<file path="src/rtl/ring_dma_pkg.sv">
package ring_dma_pkg;

    // command byte bit positions
    localparam int CMD_EN_BIT  = 0;
    localparam int CMD_GO_BIT  = 1;
    localparam int CMD_ACK_BIT = 3;

    // link word flag: interrupt when this descriptor completes
    localparam int LNK_IRQ_BIT = 1;

    // descriptor word indices
    localparam logic [1:0] DW_HOST  = 2'd0;
    localparam logic [1:0] DW_LOCAL = 2'd1;
    localparam logic [1:0] DW_SIZE  = 2'd2;
    localparam logic [1:0] DW_LINK  = 2'd3;

    typedef enum logic [1:0] {
        SQ_IDLE  = 2'd0,
        SQ_FETCH = 2'd1,
        SQ_MOVE  = 2'd2
    } seq_state_e;

endpackage

</file>
<file path="src/rtl/ring_dma_ctrl.sv">
module ring_dma_ctrl
    import ring_dma_pkg::*;
#(
    parameter int WORD_W = 32
) (
    input  logic              clk,
    input  logic              rst_n,
    input  logic              reg_wr,
    input  logic              reg_sel,
    input  logic [WORD_W-1:0] reg_wdata,
    input  logic              eod_irq_i,
    output logic [WORD_W-1:0] ptr_o,
    output logic              en_o,
    output logic              start_o,
    output logic              irq_o
);

    typedef struct packed {
        logic [WORD_W-1:0] ptr;
        logic              en;
        logic              start;
        logic              irq;
    } ctrl_t;

    ctrl_t s_d, s_q;

    always_comb begin
        s_d       = s_q;
        s_d.start = 1'b0;
        if (reg_wr && !reg_sel) begin
            s_d.ptr = reg_wdata;
        end
        if (reg_wr && reg_sel) begin
            s_d.en    = reg_wdata[CMD_EN_BIT];
            s_d.start = reg_wdata[CMD_EN_BIT] && reg_wdata[CMD_GO_BIT];
            if (reg_wdata[CMD_ACK_BIT]) begin
                s_d.irq = 1'b0;
            end
        end
        if (eod_irq_i) begin
            s_d.irq = 1'b1;
        end
    end

    always_ff @(posedge clk) begin
        if (!rst_n) begin
            s_q <= '0;
        end else begin
            s_q <= s_d;
        end
    end

    assign ptr_o   = s_q.ptr;
    assign en_o    = s_q.en;
    assign start_o = s_q.start;
    assign irq_o   = s_q.irq;


    irq_ack_chk: assert property (@(posedge clk) disable iff (!rst_n)
        (reg_wr && reg_sel && reg_wdata[CMD_ACK_BIT] && !eod_irq_i) |=> !irq_o);


    irq_set_chk: assert property (@(posedge clk) disable iff (!rst_n)
        eod_irq_i |=> irq_o);


    en_keep_chk: assert property (@(posedge clk) disable iff (!rst_n)
        (reg_wr && reg_sel) |=> (en_o == $past(reg_wdata[CMD_EN_BIT])));

endmodule

</file>
<file path="src/rtl/ring_dma_seq.sv">
module ring_dma_seq
    import ring_dma_pkg::*;
#(
    parameter int WORD_W         = 32,
    parameter int MAX_XFER_BYTES = 65536,
    parameter int CNT_W          = 15
) (
    input  logic              clk,
    input  logic              rst_n,
    input  logic              en_i,
    input  logic              start_i,
    input  logic [WORD_W-1:0] ptr_i,
    output logic              mrd_req_o,
    output logic [WORD_W-1:0] mrd_addr_o,
    input  logic              mrd_valid_i,
    input  logic [WORD_W-1:0] mrd_data_i,
    output logic              load_o,
    output logic [WORD_W-1:0] host_o,
    output logic [WORD_W-1:0] local_o,
    output logic [CNT_W-1:0]  words_o,
    input  logic              done_i,
    output logic              eod_irq_o,
    output logic              busy_o
);

    localparam int MAX_WORDS = MAX_XFER_BYTES / 4;

    typedef struct packed {
        seq_state_e        st;
        logic [1:0]        idx;
        logic [WORD_W-1:0] base;
        logic [WORD_W-1:0] host;
        logic [WORD_W-1:0] loc;
        logic [WORD_W-1:0] size;
        logic [WORD_W-1:0] next;
        logic              lnk_irq;
    } seq_t;

    seq_t s_d, s_q;
    logic [CNT_W-1:0] words;

    function automatic logic [WORD_W-1:0] align16(input logic [WORD_W-1:0] a);
        return {a[WORD_W-1:4], 4'b0000};
    endfunction

    function automatic logic [CNT_W-1:0] clamp_words(input logic [WORD_W-1:0] sz);
        if (sz >= WORD_W'(MAX_XFER_BYTES)) begin
            return CNT_W'(MAX_WORDS);
        end
        return CNT_W'(sz >> 2);
    endfunction

    assign words = clamp_words(s_q.size);

    always_comb begin
        s_d        = s_q;
        load_o     = 1'b0;
        eod_irq_o  = 1'b0;
        mrd_req_o  = 1'b0;
        mrd_addr_o = s_q.base | WORD_W'({s_q.idx, 2'b00});
        case (s_q.st)
            SQ_IDLE: begin
                if (start_i) begin
                    s_d.st   = SQ_FETCH;
                    s_d.base = align16(ptr_i);
                    s_d.idx  = DW_HOST;
                end
            end
            SQ_FETCH: begin
                mrd_req_o = en_i;
                if (mrd_valid_i) begin
                    s_d.idx = s_q.idx + 2'd1;
                    case (s_q.idx)
                        DW_HOST:  s_d.host = mrd_data_i;
                        DW_LOCAL: s_d.loc  = mrd_data_i;
                        DW_SIZE:  s_d.size = mrd_data_i;
                        default: begin
                            if (words == '0) begin
                                s_d.base = align16(mrd_data_i);
                            end else begin
                                load_o      = 1'b1;
                                s_d.next    = align16(mrd_data_i);
                                s_d.lnk_irq = mrd_data_i[LNK_IRQ_BIT];
                                s_d.st      = SQ_MOVE;
                            end
                        end
                    endcase
                end
            end
            SQ_MOVE: begin
                if (done_i) begin
                    eod_irq_o = s_q.lnk_irq;
                    s_d.base  = s_q.next;
                    s_d.idx   = DW_HOST;
                    s_d.st    = SQ_FETCH;
                end
            end
            default: s_d.st = SQ_IDLE;
        endcase
        if (!en_i) begin
            s_d.st    = SQ_IDLE;
            load_o    = 1'b0;
            eod_irq_o = 1'b0;
        end
    end

    always_ff @(posedge clk) begin
        if (!rst_n) begin
            s_q    <= '0;
            s_q.st <= SQ_IDLE;
        end else begin
            s_q <= s_d;
        end
    end

    assign host_o  = s_q.host;
    assign local_o = s_q.loc;
    assign words_o = words;
    assign busy_o  = (s_q.st != SQ_IDLE);


    chain_fetch_chk: assert property (@(posedge clk) disable iff (!rst_n)
        (done_i && en_i && busy_o) |=> (mrd_req_o || !en_i) && (mrd_addr_o[3:0] == 4'h0));


    stop_idle_chk: assert property (@(posedge clk) disable iff (!rst_n)
        !en_i |=> !busy_o);


    fetch_align_chk: assert property (@(posedge clk) disable iff (!rst_n)
        mrd_req_o |-> (mrd_addr_o[1:0] == 2'b00));

endmodule

</file>
<file path="src/rtl/ring_dma_mover.sv">
module ring_dma_mover #(
    parameter int WORD_W = 32,
    parameter int CNT_W  = 15
) (
    input  logic              clk,
    input  logic              rst_n,
    input  logic              en_i,
    input  logic              load_i,
    input  logic [WORD_W-1:0] host_i,
    input  logic [WORD_W-1:0] local_i,
    input  logic [CNT_W-1:0]  words_i,
    input  logic              src_ready_i,
    input  logic [WORD_W-1:0] src_data_i,
    output logic              src_pop_o,
    output logic              mwr_valid_o,
    output logic [WORD_W-1:0] mwr_addr_o,
    output logic [WORD_W-1:0] mwr_data_o,
    input  logic              mwr_ready_i,
    output logic              done_o,
    output logic [WORD_W-1:0] cur_addr_o,
    output logic [WORD_W-1:0] local_addr_o
);

    typedef struct packed {
        logic              active;
        logic [CNT_W-1:0]  cnt;
        logic [WORD_W-1:0] addr;
        logic [WORD_W-1:0] loc;
    } mov_t;

    mov_t s_d, s_q;
    logic move;

    always_comb begin
        s_d         = s_q;
        mwr_valid_o = s_q.active && src_ready_i;
        move        = mwr_valid_o && mwr_ready_i;
        done_o      = move && (s_q.cnt == CNT_W'(1));
        if (move) begin
            s_d.addr = s_q.addr + WORD_W'(4);
            s_d.cnt  = s_q.cnt - CNT_W'(1);
            if (done_o) begin
                s_d.active = 1'b0;
            end
        end
        if (load_i) begin
            s_d.active = 1'b1;
            s_d.cnt    = words_i;
            s_d.addr   = host_i;
            s_d.loc    = local_i;
        end
        if (!en_i) begin
            s_d.active = 1'b0;
        end
    end

    always_ff @(posedge clk) begin
        if (!rst_n) begin
            s_q <= '0;
        end else begin
            s_q <= s_d;
        end
    end

    assign src_pop_o    = move;
    assign mwr_addr_o   = s_q.addr;
    assign mwr_data_o   = src_data_i;
    assign cur_addr_o   = s_q.addr;
    assign local_addr_o = s_q.loc;


    addr_step_chk: assert property (@(posedge clk) disable iff (!rst_n)
        (mwr_valid_o && mwr_ready_i && !load_i) |=> (cur_addr_o == $past(cur_addr_o) + WORD_W'(4)));


    demand_hold_chk: assert property (@(posedge clk) disable iff (!rst_n)
        (!src_ready_i && !load_i) |=> $stable(cur_addr_o));


    local_fixed_chk: assert property (@(posedge clk) disable iff (!rst_n)
        (s_q.active && !load_i) |=> $stable(local_addr_o));

endmodule

</file>
<file path="src/rtl/ring_dma.sv">
module ring_dma #(
    parameter int WORD_W         = 32,
    parameter int MAX_XFER_BYTES = 65536
) (
    input  logic              clk,
    input  logic              rst_n,
    input  logic              reg_wr,
    input  logic              reg_sel,
    input  logic [WORD_W-1:0] reg_wdata,
    output logic              busy_o,
    output logic              irq_o,
    output logic [WORD_W-1:0] cur_addr_o,
    output logic [WORD_W-1:0] local_addr_o,
    output logic              mrd_req,
    output logic [WORD_W-1:0] mrd_addr,
    input  logic              mrd_valid,
    input  logic [WORD_W-1:0] mrd_data,
    output logic              mwr_valid,
    output logic [WORD_W-1:0] mwr_addr,
    output logic [WORD_W-1:0] mwr_data,
    input  logic              mwr_ready,
    input  logic              src_ready,
    input  logic [WORD_W-1:0] src_data,
    output logic              src_pop
);

    localparam int MAX_WORDS = MAX_XFER_BYTES / 4;
    localparam int CNT_W     = $clog2(MAX_WORDS + 1);

    logic [WORD_W-1:0] ptr;
    logic              en;
    logic              start;
    logic              eod_irq;
    logic              load;
    logic [WORD_W-1:0] host;
    logic [WORD_W-1:0] loc;
    logic [CNT_W-1:0]  words;
    logic              done;

    ring_dma_ctrl #(
        .WORD_W(WORD_W)
    ) u_ctrl (
        .clk      (clk),
        .rst_n    (rst_n),
        .reg_wr   (reg_wr),
        .reg_sel  (reg_sel),
        .reg_wdata(reg_wdata),
        .eod_irq_i(eod_irq),
        .ptr_o    (ptr),
        .en_o     (en),
        .start_o  (start),
        .irq_o    (irq_o)
    );

    ring_dma_seq #(
        .WORD_W        (WORD_W),
        .MAX_XFER_BYTES(MAX_XFER_BYTES),
        .CNT_W         (CNT_W)
    ) u_seq (
        .clk        (clk),
        .rst_n      (rst_n),
        .en_i       (en),
        .start_i    (start),
        .ptr_i      (ptr),
        .mrd_req_o  (mrd_req),
        .mrd_addr_o (mrd_addr),
        .mrd_valid_i(mrd_valid),
        .mrd_data_i (mrd_data),
        .load_o     (load),
        .host_o     (host),
        .local_o    (loc),
        .words_o    (words),
        .done_i     (done),
        .eod_irq_o  (eod_irq),
        .busy_o     (busy_o)
    );

    ring_dma_mover #(
        .WORD_W(WORD_W),
        .CNT_W (CNT_W)
    ) u_mover (
        .clk         (clk),
        .rst_n       (rst_n),
        .en_i        (en),
        .load_i      (load),
        .host_i      (host),
        .local_i     (loc),
        .words_i     (words),
        .src_ready_i (src_ready),
        .src_data_i  (src_data),
        .src_pop_o   (src_pop),
        .mwr_valid_o (mwr_valid),
        .mwr_addr_o  (mwr_addr),
        .mwr_data_o  (mwr_data),
        .mwr_ready_i (mwr_ready),
        .done_o      (done),
        .cur_addr_o  (cur_addr_o),
        .local_addr_o(local_addr_o)
    );

endmodule

</file>
<file path="config.mk">
export PLATFORM = sky130hd
export DESIGN_NAME = ring_dma
export DESIGN_NICKNAME = d
export VERILOG_FILES = /design/src/rtl/ring_dma_pkg.sv /design/src/rtl/ring_dma_ctrl.sv /design/src/rtl/ring_dma_seq.sv /design/src/rtl/ring_dma_mover.sv /design/src/rtl/ring_dma.sv
export SDC_FILE = /design/constraint.sdc
export NUM_CORES = 1
export LEC_CHECK = 0
export ABC_AREA = 1
export BUFFER_PORTS_ARGS = -buffer_cell sky130_fd_sc_hd__buf_2
export CORE_ASPECT_RATIO = 0.5
export CORE_MARGIN = 1
export CORE_UTILIZATION = 29
export DETAILED_ROUTE_END_ITERATION = 10
export GPL_TIMING_DRIVEN = 0
export PLACE_DENSITY_LB_ADDON = 0.3
export SLEW_MARGIN = 15
export SYNTH_ARGS = -nofsm -noshare
export SYNTH_HDL_FRONTEND = slang
export SYNTH_HIERARCHICAL = 1
export SYNTH_SLANG_ARGS = --single-unit
</file>
<file path="constraint.sdc">
create_clock -name clk -period 5.73 [get_ports clk]
set_input_delay 0.2865 -clock clk [delete_from_list [all_inputs] [get_ports clk]]
set_output_delay 0.2865 -clock clk [all_outputs]
set_load 0.01 [all_outputs]
</file>
==> impl_results.md, run 1 <==
* Peak supply drop at approximately 220 uV
* PwrDens at between 200 and 250 nW/um^2
* Ant diodes at 0
* Final Skew at 0.01661 ns
* Kind of path behind the tightest hold check: input pin to flop
* Largest net degree at the start of global routing at 15
* Post-Syn Area at ~14000 um^2
* Final ANT Viol Nets at 0
* Clock-pin slew on the worst setup and hold paths at 0.07 ns
* Total power at 0.003924 W
* Post-placement cell count at 2826
* All-Layer GR Usage at 0.1748
* Slew HR at 0.3927
* Status: finished, final reports clean
* Clk_lat worst skew at 0.57 ns
* Clk root buf: clkbuf_16
* Initial DRC count at 1020
* Share of layout cells above drive strength 1 at 0.2564
* FF-to-FF path depth at 13
* Critical Path End Type: flop
* Vias after detailed routing at 12940
* Row Count at 55
* Routed Wire Length at 43630 um
* GR Overflow Total at 0
* RSZ-0062 raised after global routing: no
* Worst-path cell chain: inv_1 > ha_1 > nand2_1 > inv_2 > nand2_1 > clkinv_1 > o21ai_1 > buf_2 > nor2_1 > buf_2 > clkbuf_1 > a21oi_1 > a21oi_1
* DIE AREA at 48350 um^2
* Critical path depth at 13
* Dominant delay contributor by cell family on the critical path: buffers and inverters
* Die outline width at 310.0 um
* Crit share post-route at 0.5333
* Clk buf depth at 3
* Syn_area_per_cell at between 6 and 7 um^2
* R2R setup slack at 2.67 ns
* Total clock sinks at 266
* H-tree levels at 1
* Hold depth at 3
* Max Fclk at 327.2 MHz
* End of the worst hold path: u_ctrl/ptr_o[6]
* CP Launch Type: flop
* Port bufs at 232
* Num CTS Buffers at 28
* Arr. time, crit path at between 3 and 4 ns
* CP Max Fanout at 10
* First-pass DRT Iterations at 5
* Leak Pwr at 7.427 nW
* Slew Viols, Final at 0
* Hold buffers post-CTS at 17
* CP max stage delay at approximately 0.56 ns
* Required @ worst endpoint at between 6 and 7 ns
* Vias in the first global route at around 12000
* Hold Path Origin: reg_wdata[6]
* Gate Count Post-Synth at slightly below 2000
* Fillcell total at 4989
* Global-route wire length before repair at 66010 um
* Wire per inst at 15.08 um
* Postcts setup bufs at 0
* TritonCTS clock tree: built
* Initial antenna violation count at 0
* Setup TNS at 0 ns
* R2R Path Start: u_seq/s_q[164]
* Final Non-Filler Cells at 2893
* Final Wtd Congestion at about 0.87
* Fin. Hold Viols at 0
* # nets final at ~2400
* Initial Util at 0.2992
* Vias per cell at 4.473
* Buf+Inv Stages, Crit Path at 6
* Post_cts resized at 0
* Worst-Margin Slew at ~0.9 ns
* Worst setup path category: flop to flop
* Critical-path top delay cell: clkbuf_1
* Die Y at 156.0 um
* Syn-to-layout area delta at 21.96%
* Yosys warning count at 6
* Max-capacitance violation count at 0
* Ports at ~270
* Period minus WS final at 3.056 ns
* CORE AREA at 45970 um^2
* Final setup violating endpoints at 0
* Post-DP HPWL at 33320 um
* DRC at 0
* R2R Path End: u_mover/s_q[65]
## registers in the layout (all words and copies together) (netlist names)
name,count
u_seq/s_q,91
u_mover/cur_addr_o,32
u_mover/local_addr_o,32
u_seq/host_o,32
u_seq/local_o,32
u_ctrl/ptr_o,28
u_mover/s_q,16
u_ctrl/en_o,1
u_ctrl/irq_o,1
u_ctrl/start_o,1
## cells in the final DEF, fill, tap and decap left out, types with 2 or more instances in the layout
cell             n
xnor2_1          5
inv_1           83
clkbuf_1        73
buf_4          236
nor2_2          13
o21bai_1         2
buf_1            5
a31oi_1         15
xor2_1          11
nand3_1        139
ha_1            12
nand4_1          3
clkinv_1         2
clkinv_2         2
dfxtp_1        266
clkbuf_16       28
a21oi_1        212
a22o_1           4
inv_2            7
buf_2          256
conb_1           2
nand2_1        421
buf_6            8
clkbuf_8         7
nand3b_1         4
dlygate4sd3_1   18
nand3_2          3
o21ai_1          4
o21ai_0        134
nand2_4          3
nor2_1         264
nand2_2          5
nor2_4           5
## where the power goes
part	internal, W	total (W)	leakage, nW	switching (W)
clock network	0.00103	0.00181	0.436	0.000772
registers	0.00187	0.00188	2.15	0.0000102
logic	0.0000914	0.000239	4.84	0.000148
total	0.00299	0.00392	7.43	0.000930
## per-stage QoR
| step | util | worst slack [ns] | hold WS [ns] | area, um^2 |
|---|---|---|---|---|
| finish | 0.3649 | 2.674 | 0.007223 | 16770 |
| global route | 0.3649 | 2.424 | 0.01506 | 16770 |
| CTS | 0.3646 | 2.689 | 0.001030 | 16760 |
| detailed placement | 0.3416 | 2.728 | 0.4540 | 15700 |
| global placement | 0.3416 | 2.736 | 0.4500 | 15700 |
| floorplan | - | 3.575 | 0.4057 | 13760 |
## layout make-up
cell class              instances  area, um^2  share of cell area
multi-input cells            1271        5827              0.3474
plain buffers                 337        2252              0.1343
flip-flops and latches        266        5325              0.3175
clock inverters                 4       56.30            0.003357
well taps                     627       784.5             0.04677
inverters                      93       351.6             0.02096
repair buffers                250        1341             0.07997
clock buffers                  45       834.6             0.04976
## worst max-delay path by stage
stage	to	start	slack [ns]
after floorplan	u_mover/cur_addr_o[11]	u_seq/s_q[164]	3.58
after global routing	u_mover/s_q[65]	u_seq/s_q[164]	2.42
after global placement	u_mover/s_q[65]	u_seq/s_q[164]	2.74
after detailed placement	u_mover/s_q[76]	u_seq/s_q[164]	2.73
after CTS	u_mover/cur_addr_o[10]	u_seq/s_q[164]	2.69
final	u_mover/s_q[65]	u_seq/s_q[164]	2.67
## worst register-to-register path, delay by kind of cell, from the launching register on
kind | cells | cell delay [ns]
AOI/OAI and AO/OA | 3 | 0.40
adders and majority gates | 1 | 0.27
buffers and inverters | 6 | 1.40
DFF | 1 | 0.35
and+or+nand+nor | 3 | 0.57
## per-layer routing
| metal | GRT usage | up-vias | wire length, um |
|---|---|---|---|
| li1 | - | 6652 | - |
| met1 | 0.2346 | 5944 | 20070 |
| met2 | 0.2973 | 290 | 20600 |
| met3 | 0.02187 | 55 | 2001 |
| met4 | 0.04058 | 0 | 959 |
| met5 | 0 | - | 0 |
Note: power is estimated with default switching activity, not from simulation.
==> run 2, diff against run 1 <==
==> constraint.sdc (replaced) <==
create_clock -name clk -period 2.7 [get_ports clk]
set_input_delay 0.135 -clock clk [delete_from_list [all_inputs] [get_ports clk]]
set_output_delay 0.135 -clock clk [all_outputs]
set_load 0.01 [all_outputs]
==> run 2 against run 1 <==
Compared with the run above: the flow now finishes with violations (hold timing); utilization rose by 1.3 points; die area did not move; final cell count rose by 1.8%; clock skew fell by 0.0032 ns.
==> impl_results.md, run 2 (synthesis results as in run 1) <==
* PwrDens at 483.2 nW/um^2 (was 233.9 nW/um^2)
* Final ANT Viol Nets at 0 (unchanged)
* Vias in the first global route at 12000 (was 11710)
* Leak Pwr at 7.665 nW (was 7.427 nW)
* Final setup violating endpoints at 0 (unchanged)
* Worst-path cell chain: ha_2 > nand2_2 > inv_2 > nand2_1 > clkinv_1 > o21ai_1 > buf_6 > nor2_4 > inv_4 > nand2_1 > buf_2 > inv_4 > buf_6 > nand2_1 > a31oi_1 (was inv_1 > ha_1 > nand2_1 > inv_2 > nand2_1 > clkinv_1 > o21ai_1 > buf_2 > nor2_1 > buf_2 > clkbuf_1 > a21oi_1 > a21oi_1)
* Required @ worst endpoint at 3.12 ns (was 6.23 ns)
* Critical-path top delay cell: dfxtp_1 (was clkbuf_1)
* Period minus WS final at 2.491 ns (was 3.056 ns)
* Buf+Inv Stages, Crit Path at 7 (was 6)
* Max-capacitance violation count at 0 (unchanged)
* Port bufs at 232 (unchanged)
* Share of layout cells above drive strength 1 at 0.2554 (was 0.2564)
* Largest net degree at the start of global routing at 15 (unchanged)
* Initial antenna violation count at 0 (unchanged)
* Slew HR at 0.5862 (was 0.3927)
* R2R Path Start: u_seq/s_q[163] (was u_seq/s_q[164])
* Clk root buf: clkbuf_16 (unchanged)
* Hold Path Origin: mrd_valid (was reg_wdata[6])
* Clock-pin slew on the worst setup and hold paths at 0.06 ns (was 0.07 ns)
* Final core occ at 0.3775 (was 0.3649)
* Final Wtd Congestion at 0.8679 (unchanged)
* Vias after detailed routing at 13180 (was 12940)
* Most frequent cells in the layout: 420 x nand2_1, 265 x dfxtp_1, 262 x nor2_1, 251 x buf_2, 239 x buf_4 (was 421 x nand2_1, 266 x dfxtp_1, 264 x nor2_1, 256 x buf_2, 236 x buf_4)
* All-Layer GR Usage at 0.1779 (was 0.1748)
* Wire per inst at 15.09 um (was 15.08 um)
* CP Launch Type: flop (unchanged)
* Fin. Hold Viols at 1 (was 0)
* Row Count at 55 (unchanged)
* DIE AREA at 48350 um^2 (unchanged)
* First-pass DRT Iterations at 6 (was 5)
* Met2 WL at 21060 um (was 20600 um)
* Biggest register: u_seq/s_q (unchanged)
* Worst setup path category: flop to flop (unchanged)
* # nets final at 2414 (was 2362)
* Die outline width at 310.0 um (unchanged)
* Crit share post-route at 0.9226 (was 0.5333)
* RSZ-0062 raised after global routing: no (unchanged)
* Peak supply drop at 460.6 uV (was 219.2 uV)
* Worst Setup SP: u_seq/s_q[163] (was u_seq/s_q[164])
* Num CTS Buffers at 28 (unchanged)
* CORE AREA at 45970 um^2 (unchanged)
* Total clock sinks at 266 (unchanged)
* Max Fclk at 401.4 MHz (was 327.2 MHz)
* Highest routed layer: met4 (unchanged)
* Clk buf depth at 3 (unchanged)
* CP Max Fanout at 10 (unchanged)
* Hold slack at -0.003705 ns (was 0.007223 ns)
* Clk_lat worst skew at 0.57 ns (about the same)
* Global-route wire length before repair at 67250 um (was 66010 um)
* Post-DP HPWL at 33320 um (unchanged)
* Post-DP Area at 15700 um^2 (unchanged)
* CP max stage delay at 0.41 ns (was 0.56 ns)
* Dominant delay contributor by cell family on the critical path: buffers and inverters (unchanged)
* TritonCTS clock tree: built (unchanged)
* Slew Viols, Final at 0 (unchanged)
* Worst path most repeated cell: nand2_1
* Max FFs per register at 91 (unchanged)
* WL met3 at 2030 um (was 2001 um)
* Most common cell after layout, fill and taps aside: nand2_1 (unchanged)
* Critical Path End Type: flop (unchanged)
* Failing checks: hold timing
* Fillcell total at 4928 (was 4989)
* Initial DRC count at 1028 (was 1020)
* Initial Util at 0.2992 (unchanged)
* Met1 WL at 20330 um (was 20070 um)
* Arr. time, crit path at 2.91 ns (was 3.56 ns)
* Ant diodes at 0 (unchanged)
* Syn-to-layout area delta at 26.18% (was 21.96%)
* GR Overflow Total at 0 (unchanged)
* Worst-Margin Slew at 0.6207 ns (was 0.9026 ns)
* Die Y at 156.0 um (unchanged)
* Postcts setup bufs at 0 (unchanged)
* Ports at 268 (unchanged)
* Vias per cell at 4.475 (was 4.473)
* Final Skew at 0.01345 ns (was 0.01661 ns)
* Final Cell Area at 17350 um^2 (was 16770 um^2)
* Routed Wire Length at 44430 um (was 43630 um)
* Kind of path behind the tightest hold check: input pin to flop (unchanged)
* H-tree levels at 1 (unchanged)
* Status: finished, violations left (was finished, final reports clean)
* DRC at 0 (unchanged)
run 2: layout make-up:
class                           instances  area (um^2)  share of cell area
Buffer                                337         2275              0.1311
Clock buffer                           45        834.6             0.04810
Clock inverter                          4        56.30            0.003245
Inverter                               93        356.6             0.02055
Multi-Input combinational cell       1271         5857              0.3375
Sequential cell                       266         5326              0.3070
Tap cell                              627        784.5             0.04521
Timing Repair Buffer                  302         1862              0.1073
run 2: stage by stage:
stage,hold WS [ns],setup slack [ns],power (W),TNS (ns),cells
after floorplan,0.2542,0.5454,0.004320,0,1967
after global placement,0.3894,-0.2942,0.004554,-14.11,2826
after detailed placement,0.3897,-0.3015,0.004558,-14.61,2826
after CTS,0.01603,0.04507,0.008442,0,2945
after global routing,0.01608,0.003391,0.008661,0,2945
final,-0.003705,0.2089,0.008384,0,2945
run 2: repair_timing:
| item | 4_1_cts | 5_1_grt |
|---|---|---|
| hold buffers | 70 | 0 |
| endpoints found under the hold margin | 145 | 0 |
| setup endpoints to repair | 94 | 69 |
| resized for setup | 15 | 7 |
run 2: layer usage:
| layer | vias to the layer above | GRT usage |
|---|---|---|
| met5 | - | 0 |
| met4 | 0 | 0.04410 |
| li1 | 6749 | - |
| met2 | 306 | 0.3047 |
| met1 | 6068 | 0.2361 |
| met3 | 57 | 0.02214 |
run 2: worst register-to-register path, stage by stage, from the launching register on:
cell,delay (ns)
dfxtp_1,0.41
ha_2,0.28
nand2_2,0.10
inv_2,0.10
nand2_1,0.07
clkinv_1,0.04
o21ai_1,0.10
buf_6,0.17
nor2_4,0.17
inv_4,0.12
nand2_1,0.10
buf_2,0.26
inv_4,0.10
buf_6,0.16
nand2_1,0.06
a31oi_1,0.08
run 2: worst paths after layout:
check                           end  slack [ns]  cells past startpoint
setup / recovery    u_mover/s_q[76]        0.21                     15
hold / removal       u_seq/s_q[164]      -0.004                      5
setup reg to reg    u_mover/s_q[76]        0.21                     15
hold reg to reg   u_seq/local_o[24]        0.46                      2
run 2: power by group:
| group | internal [W] | switching [W] |
|---|---|---|
| clock network | 0.00220 | 0.00164 |
| logic | 0.000242 | 0.000323 |
| registers | 0.00396 | 0.0000218 |
| total | 0.00640 | 0.00198 |
